$ cat src/rtl/fp64_rnd_pkg.sv
package fp64_rnd_pkg;
  typedef enum logic [1:0] {
    RM_NEAR_EVEN = 2'b00,
    RM_TRUNC     = 2'b01,
    RM_UP        = 2'b10,
    RM_DOWN      = 2'b11
  } rnd_mode_e;
endpackage

$ cat src/rtl/rnd_decide.sv
module rnd_decide
  import fp64_rnd_pkg::*;
(
  input  logic      clk,
  input  logic      rst,
  input  rnd_mode_e mode,
  input  logic      sign,
  input  logic      lsb,
  input  logic      guard,
  input  logic      sticky,
  output logic      bump
);
  logic any_rem;
  assign any_rem = guard | sticky;

  always_comb begin
    unique case (mode)
      RM_NEAR_EVEN: bump = guard & (sticky | lsb);
      RM_TRUNC:     bump = 1'b0;
      RM_UP:        bump = any_rem & ~sign;
      RM_DOWN:      bump = any_rem & sign;
      default:      bump = 1'b0;
    endcase
  end

  // toward-zero mode never adds a unit
  a_r3_no_bump: assert property (@(posedge clk) disable iff (rst)
    (mode == RM_TRUNC) |-> !bump);
  // a directed increment needs a nonzero remainder and the matching sign
  a_r5_up_sign: assert property (@(posedge clk) disable iff (rst)
    (bump && mode == RM_UP) |-> (!sign && (guard || sticky)));
  a_r6_down_sign: assert property (@(posedge clk) disable iff (rst)
    (bump && mode == RM_DOWN) |-> (sign && (guard || sticky)));
  // nearest-even never increments without the guard bit
  a_r4_guard: assert property (@(posedge clk) disable iff (rst)
    (bump && mode == RM_NEAR_EVEN) |-> guard);
endmodule

$ cat src/rtl/rnd_apply.sv
module rnd_apply #(
  parameter int FRAC_W = 52,
  parameter int EXP_W  = 12
) (
  input  logic              clk,
  input  logic              rst,
  input  logic [EXP_W-1:0]  in_exp,
  input  logic [FRAC_W+3:0] in_mant,
  input  logic              bump,
  output logic [FRAC_W-1:0] frac_o,
  output logic [EXP_W-1:0]  exp_o,
  output logic              ovf_o
);
  localparam int MW = FRAC_W + 4;
  localparam logic [MW-1:0]    ULP  = MW'(4);
  localparam logic [EXP_W-1:0] EMAX = EXP_W'((1 << (EXP_W - 1)) - 1);

  logic [MW-1:0] sum;
  logic          carry;

  assign sum    = in_mant + (bump ? ULP : '0);
  assign carry  = sum[MW-1];
  assign frac_o = carry ? sum[MW-2:3] : sum[MW-3:2];
  assign exp_o  = in_exp + {{(EXP_W-1){1'b0}}, carry};
  assign ovf_o  = (exp_o >= EMAX);

  // a carry born from the increment leaves an all-zero fraction
  a_r7_carry_zero: assert property (@(posedge clk) disable iff (rst)
    (carry && !in_mant[MW-1]) |-> (frac_o == '0));
  // without an increment the exponent passes through untouched
  a_r7_no_bump_exp: assert property (@(posedge clk) disable iff (rst)
    (!bump && !in_mant[MW-1]) |-> (exp_o == in_exp));
endmodule

$ cat src/rtl/fp64_round_unit.sv
module fp64_round_unit
  import fp64_rnd_pkg::*;
#(
  parameter int FRAC_W = 52,
  parameter int EXP_W  = 12
) (
  input  logic                        clk,
  input  logic                        rst,
  input  logic                        in_valid,
  input  logic                        in_sign,
  input  logic [EXP_W-1:0]            in_exp,
  input  logic [FRAC_W+3:0]           in_mant,
  input  logic [1:0]                  in_mode,
  output logic                        out_valid,
  output logic [FRAC_W+EXP_W-1:0]     out_word,
  output logic                        out_ovf,
  output logic [1:0]                  out_rem
);
  localparam int WORD_W = FRAC_W + EXP_W;

  logic              bump;
  logic [FRAC_W-1:0] frac_n;
  logic [EXP_W-1:0]  exp_n;
  logic              ovf_n;
  rnd_mode_e         mode;

  assign mode = rnd_mode_e'(in_mode);

  rnd_decide u_decide (
    .clk    (clk),
    .rst    (rst),
    .mode   (mode),
    .sign   (in_sign),
    .lsb    (in_mant[2]),
    .guard  (in_mant[1]),
    .sticky (in_mant[0]),
    .bump   (bump)
  );

  rnd_apply #(.FRAC_W(FRAC_W), .EXP_W(EXP_W)) u_apply (
    .clk    (clk),
    .rst    (rst),
    .in_exp (in_exp),
    .in_mant(in_mant),
    .bump   (bump),
    .frac_o (frac_n),
    .exp_o  (exp_n),
    .ovf_o  (ovf_n)
  );

  always_ff @(posedge clk) begin
    if (rst) begin
      out_valid <= 1'b0;
      out_word  <= '0;
      out_ovf   <= 1'b0;
      out_rem   <= 2'b00;
    end else begin
      out_valid <= in_valid;
      if (in_valid) begin
        out_word <= {in_sign, exp_n[EXP_W-2:0], frac_n};
        out_ovf  <= ovf_n;
        out_rem  <= in_mant[1:0];
      end
    end
  end

  // valid is the input valid one cycle later
  a_r2_valid_on: assert property (@(posedge clk) disable iff (rst)
    in_valid |=> out_valid);
  a_r2_valid_off: assert property (@(posedge clk) disable iff (rst)
    !in_valid |=> !out_valid);
  // idle cycles leave the result alone
  a_r2_hold: assert property (@(posedge clk) disable iff (rst)
    !in_valid |=> ($stable(out_word) && $stable(out_ovf) && $stable(out_rem)));
  // toward-zero copies the fraction field straight across
  a_r3_trunc_copy: assert property (@(posedge clk) disable iff (rst)
    (in_valid && in_mode == 2'b01 && !in_mant[FRAC_W+3]) |=>
      (out_word[FRAC_W-1:0] == $past(in_mant[FRAC_W+1:2])));
  // sign lands in the top bit
  a_r9_sign: assert property (@(posedge clk) disable iff (rst)
    in_valid |=> (out_word[WORD_W-1] == $past(in_sign)));
  // remainder bits pass through
  a_r10_rem: assert property (@(posedge clk) disable iff (rst)
    in_valid |=> (out_rem == $past(in_mant[1:0])));
endmodule

$ cat config.mk
export PLATFORM = sky130hd
export DESIGN_NAME = fp64_round_unit
export DESIGN_NICKNAME = d
export VERILOG_FILES = /design/src/rtl/fp64_rnd_pkg.sv /design/src/rtl/rnd_decide.sv /design/src/rtl/rnd_apply.sv /design/src/rtl/fp64_round_unit.sv
export SDC_FILE = /design/constraint.sdc
export NUM_CORES = 1
export LEC_CHECK = 0
export BUFFER_PORTS_ARGS = -buffer_cell sky130_fd_sc_hd__buf_2
export CAP_MARGIN = 0
export CORE_ASPECT_RATIO = 0.75
export CORE_MARGIN = 2
export CORE_UTILIZATION = 52
export CTS_CLUSTER_SIZE = 20
export DETAILED_ROUTE_END_ITERATION = 12
export PLACE_DENSITY = 0.92
export SYNTH_ARGS = -nofsm -noshare
export SYNTH_HDL_FRONTEND = slang
export SYNTH_SLANG_ARGS = --single-unit
$ cat constraint.sdc
create_clock -name clk -period 5.3 [get_ports clk]
set_clock_uncertainty 0.1 [all_clocks]
set_input_delay 0.53 -clock clk [delete_from_list [all_inputs] [get_ports clk]]
set_output_delay 0.53 -clock clk [all_outputs]
set_load 0.01 [all_outputs]
==> results of run 1 <==
routing by layer:
metal	wire (um)	vias up	track usage (%)	part of all wire, %
met4	318	0	10.3	2.3
met2	6120	289	45.7	44
met3	1440	39	7.42	10
met5	0	-	0	0
li1	-	2306	-	-
met1	5980	2277	42.1	43
stage by stage:
| step | cells | area [sq um] |
|---|---|---|
| 2_1_floorplan | 551 | 4390 |
| 3_3_place_gp | 761 | 5080 |
| 3_5_place_dp | 761 | 5080 |
| 4_1_cts | 777 | 5400 |
| 5_1_grt | 777 | 5400 |
| 6_report | 777 | 5400 |
registers in the layout (all words and copies together), names as in the netlist:
name	flops
out_ovf	1
out_word	64
out_valid	1
out_rem	2
Yosys cell counts, types with 3 or more instances:
cell	number	area, sq um
or3_1	3	18.8
a21oi_1	18	90.1
xnor2_1	26	228
buf_6	4	45.0
nor2_1	44	165
a211oi_1	10	75.1
nor4_1	21	131
a32o_1	5	50.1
clkbuf_1	30	113
nand3_1	31	155
nand2b_1	7	43.8
and2_1	3	18.8
o211ai_1	12	90.1
a221o_1	25	250
nor3_1	23	115
nand2_1	57	214
buf_2	7	35.0
o21ai_0	14	70.1
and3_1	19	119
mux2i_1	12	120
buf_1	3	11.3
xor2_1	17	149
dfxtp_1	68	1360
or4_1	9	67.6
and4_1	9	78.8
ha_1	4	50.1
o31ai_1	12	90.1
nand4_1	24	150
inv_1	7	26.3
cells by family (layout without fill, tap and decap cells):
family,count (synthesis),after routing,share of synthesized area (%)
XOR/XNOR,43,43,8.57
multiplexers,12,12,2.73
buffers and inverters,52,170,5.33
AND/OR/NAND/NOR,259,259,31.5
adder cells (fa/ha/maj),4,4,1.14
AO/OA/AOI/OAI,113,113,19.7
flip-flops,68,68,31.0
where the power goes:
part / total [mW] / switching (mW) / internal (mW)
logic: 0.252 / 0.150 / 0.102
registers: 0.568 / 0.0198 / 0.549
clock network: 0.639 / 0.229 / 0.410
total: 1.46 / 0.399 / 1.06
path summary, 6_finish.rpt:
path	startpoint	to	slack [ps]	depth (start not counted)
worst max register to register	out_word[8]$_SDFFE_PP0P_	out_word[8]$_SDFFE_PP0P_	4390	3
worst min-delay path	out_word[5]$_SDFFE_PP0P_	out_word[5]$_SDFFE_PP0P_	360	2
worst min register to register	out_word[5]$_SDFFE_PP0P_	out_word[5]$_SDFFE_PP0P_	360	2
worst max-delay path	in_mant[0]	out_ovf$_SDFFE_PP0P_	730	19
area by class of cell:
type / count / area (sq um) / share of cell area, %
Timing Repair Buffer: 146 / 743 / 13.8
Clock inverter: 7 / 91.3 / 1.69
Tap cell: 108 / 135 / 2.50
Sequential cell: 68 / 1360 / 25.2
Multi-Input combinational cell: 431 / 2810 / 52.1
Inverter: 8 / 30.0 / 0.556
Clock buffer: 9 / 225 / 4.17
worst min-delay path, stage by stage, from the launching register on:
cell	delay, ps
dfxtp_1	320
nand2_1	50
o31ai_1	50
==> results.py, run 1 <==
metrics = {
    "yosys": {
        "syn_area_sq_um": 4390,
        "postSynth.asyncResetShare_pct": 0,
        "synth-main-ff-cell": "dfxtp_1",
        "postSynthCellCount": 551,
        "synth_seq_cells": 68,
        "synth_cell_type_count": 49,
        "synth_edf_count": 0,
        "ys_seq_area_share_pct": 31.0,
        "yosysWarnings": 0,
        "syn_nets": 629,
        "avgSynthCellArea_sq_um": 7.97,
    },
    "place": {
        "portBuffers": 141,
        "gp_congestion": 0.942,
        "pre_cts_ws_ps": 496,
        "place_hpwl_um": 9660,
    },
    "sta": {
        "tightest_slew_ps": 1120,
        "hold_viol": 0,
        "finalSetupViolCount": 0,
        "period_needed_ps": 4570,
        "setup-tns-final_ps": 0,
        "slew_viol_final": 0,
        "worst_hold_slack_ps": 360,
        "finalCritPeriodShare_pct": 86.2,
        "rsz0062_at_grt": "no",
        "max_freq_ghz": 0.219,
        "worst_slack_ps": 731,
        "relSlewSlack_pct": 25.0,
    },
    "clock_tree": {
        "cts_resized": 0,
        "clock-root-buffer": "clkbuf_16",
        "cts_tree": "done",
        "clock_path_buffers": 2,
        "clock_sinks": 68,
        "htree_levels": 3,
        "insertion_delay_ps": 330,
        "hold_buffers": 0,
        "postCtsSetupBuffers": 0,
        "path_clk_slew_ps": 60,
        "numCtsBuffers": 9,
    },
    "grt": {
        "track_usage_pct": 30.3,
        "grt_pass1_vias": 4662,
        "grt-ovfl-total": 0,
        "grt_max_degree": 51,
        "antenna_found_initial": 0,
        "grt_first_pass_wirelength_um": 22500,
    },
    "finish": {
        "mostFrequentLayoutCells": "buf_2, dfxtp_1, nand2_1",
        "antennaDiodeCount": 0,
        "final_common_cell": "buf_2",
        "area_growth_pct": 22.9,
        "n_fill_cell": 698,
        "final_nets": 742,
        "post-route-util_pct": 64.7,
        "layout-drive-gt1-share_pct": 26.0,
    },
    "pwr": {
        "p_leak_nw": 2.22,
        "max-vdd-ir-drop_mv": 0.215,
        "total_power_mw": 1.46,
        "p_per_area_nw_per_um2": 270,
    },
    "floorplanning": {
        "start_util_pct": 52.6,
        "boundaryPins": 142,
        "die_h_um": 83.6,
        "num_rows": 29,
        "core_sq_um": 8350,
        "fp.dieW_um": 110,
        "fp.dieArea_sq_um": 9210,
    },
    "detailed_routing": {
        "first_iter_violations": 579,
        "via_count": 4911,
        "wl_per_cell_um": 17.8,
        "ant_nets": 0,
        "drc": 0,
        "drt-total-wl_um": 13900,
        "first_pass_iters": 5,
        "via_per_inst": 6.32,
    },
    "setup_path": {
        "worstPathCellList": "buf_2 > nor2_1 > nor2_1 > nor2_1 > nor3_1 > ha_1 > nand3_2 > or4_4 > o31a_1 > nor2_4 > inv_2 > ha_1 > ha_1 > nand3_1 > nor2_1 > xnor2_1 > nor2_1 > nand4_1 > a311oi_1",
        "crit_slowest_cell": "or4_4",
        "crit_top_cell": "nor2_1",
        "crit_type": "primary input to flop",
        "crit_path_max_incr_delay_ps": 740,
        "cp_max_fo": 25,
        "end_kind": "flop",
        "arrival_ps": 4710,
        "worst-path-buf-inv": 2,
        "path_delay_family": "simple AND/OR/NAND/NOR gates",
        "required_ps": 5440,
        "worst_setup_path_start_kind": "primary input",
    },
    "status": {
        "outcome": "finished clean",
    },
    "run": {
        "maxCapViolations": 0,
    },
    "hold_path": {
        "hp-class": "flop to flop",
    },
}
No activity file was read; power rests on OpenSTA's default activity.
==> inputs of run 2 (changes only) <==
- clock period: 5.3 -> 4.5 ns (I/O delays scaled with it)
==> results.py, run 2 (synthesis gave the netlist of run 1 again) <==
metrics = {
    "setup_path": {
        "arrival_ps": 3950,
        "cp_max_fo": 20,
        "worst_setup_path_start_kind": "primary input",
        "crit_type": "primary input to flop",
        "required_ps": 4640,
        "end_kind": "flop",
    },
    "clock_tree": {
        "cts_tree": "done",
        "clock_path_buffers": 2,
        "htree_levels": 3,
        "clock_sinks": 68,
        "hold_buffers": 0,
        "clock-root-buffer": "clkbuf_16",
        "postCtsSetupBuffers": 0,
        "path_clk_slew_ps": 60,
        "numCtsBuffers": 9,
        "cts_resized": 0,
        "insertion_delay_ps": 330,
    },
    "finish": {
        "area_growth_pct": 23.4,
        "top_regs": "out_word: 64 flops, out_rem: 2 flops",
        "seqCellArea_sq_um": 1360,
        "largest_reg_flops": 64,
        "n_fill_cell": 697,
        "design_area_sq_um": 5420,
        "antennaDiodeCount": 0,
        "mostFrequentLayoutCells": "buf_2, dfxtp_1, nand2_1",
        "final_common_cell": "buf_2",
        "layout-drive-gt1-share_pct": 26.2,
        "final_nets": 744,
        "multiInputGateArea_sq_um": 2810,
        "top_register": "out_word",
    },
    "floorplanning": {
        "core_sq_um": 8350,
        "start_util_pct": 52.6,
        "die_h_um": 83.6,
        "boundaryPins": 142,
        "num_rows": 29,
        "fp.dieArea_sq_um": 9210,
        "fp.dieW_um": 110,
    },
    "grt": {
        "grt_max_degree": 51,
        "track_usage_pct": 30.3,
        "grt-ovfl-total": 0,
        "antenna_found_initial": 1,
        "grt_first_pass_wirelength_um": 22300,
        "grt_pass1_vias": 4530,
    },
    "run": {
        "maxCapViolations": 0,
    },
    "detailed_routing": {
        "first_pass_iters": 5,
        "drt-total-wl_um": 14000,
        "via_per_inst": 6.39,
        "drc": 0,
        "via_count": 4981,
        "first_iter_violations": 599,
        "ant_nets": 0,
        "wl_per_cell_um": 18.0,
    },
    "place": {
        "gp_congestion": 0.921,
        "place_hpwl_um": 9910,
        "portBuffers": 141,
        "pre_cts_ws_ps": 388,
        "place_area_sq_um": 5100,
    },
    "pwr": {
        "p_leak_nw": 2.23,
        "p_int_mw": 1.26,
        "p_clk_share_pct": 44.4,
        "swShare_pct": 27.8,
        "p_per_area_nw_per_um2": 321,
        "max-vdd-ir-drop_mv": 0.210,
        "p_comb_share_pct": 17.2,
        "power_frac_seq_pct": 38.4,
        "netSwitchingPower_uw": 483,
    },
    "sta": {
        "finalSetupViolCount": 0,
        "relSlewSlack_pct": 25.4,
        "hold_viol": 0,
        "tightest_slew_ps": 1120,
        "finalCritPeriodShare_pct": 84.8,
        "worst_slack_ps": 685,
        "max_freq_ghz": 0.262,
        "setup-tns-final_ps": 0,
        "worst_hold_slack_ps": 285,
        "period_needed_ps": 3810,
        "rsz0062_at_grt": "no",
        "slew_viol_final": 0,
    },
    "status": {
        "outcome": "finished clean",
    },
    "hold_path": {
        "hp-class": "primary input to flop",
    },
}
run 2: changes by cell type in the layout (fill, tap and decap cells not counted):
cell / change
buf_4: +2
clkinv_2: -2
inv_6: +2
run 2: final cells by class:
type / count / area share [%]
clock inverters: 7 / 1.82
clock buffers: 9 / 4.15
well taps: 108 / 2.49
multi-input cells: 431 / 51.9
repair buffers: 148 / 14.0
inverters: 8 / 0.554
flip-flops and latches: 68 / 25.1
run 2: power by group through the flow:
stage | combinational [mW] | clock (mW) | sequential [mW]
finish | 0.299 | 0.771 | 0.668
global route | 0.324 | 0.799 | 0.672
CTS | 0.294 | 0.771 | 0.668
detailed placement | 0.293 | 0 | 0.681
global placement | 0.283 | 0 | 0.678
floorplan | 0.136 | 0 | 0.700
run 2: per-stage QoR:
step	instances	utilization, %	total power [mW]
final	779	65.0	1.74
after global routing	779	65.0	1.80
after global placement	763	61.1	0.961
after floorplan	551	-	0.836
after detailed placement	763	61.1	0.973
after CTS	779	65.0	1.73
run 2: per-layer routing:
metal  up-vias  global-route usage [%]  routed length [um]
li1       2312                       -                   -
met1      2296                    41.7                5930
met2       328                    45.3                6140
met3        43                    6.32                1530
met4         2                    13.6                 405
met5         -                       0                  16
run 2: path summary, 6_finish.rpt:
kind / cells after the start / end / start / slack, ps
setup reg to reg: 3 / out_word[8]$_SDFFE_PP0P_ / out_word[8]$_SDFFE_PP0P_ / 3550
hold / removal: 3 / out_rem[1]$_SDFFE_PP0P_ / in_mant[1] / 280
hold reg to reg: 2 / out_word[24]$_SDFFE_PP0P_ / out_word[24]$_SDFFE_PP0P_ / 350
setup / recovery: 19 / out_ovf$_SDFFE_PP0P_ / in_mant[0] / 690
run 2: worst max-delay path: stages:
cell      delay [ps]
buf_2            100
nor2_1            50
nor2_1            90
nor2_1            50
nor3_1           170
ha_1             240
nand3_2          190
or4_4            750
o31a_1           390
nor2_4           140
inv_2             50
ha_1             200
ha_1             220
nand3_1          180
nor2_1            90
xnor2_1          140
nor2_1           100
nand4_1          100
a311oi_1         290
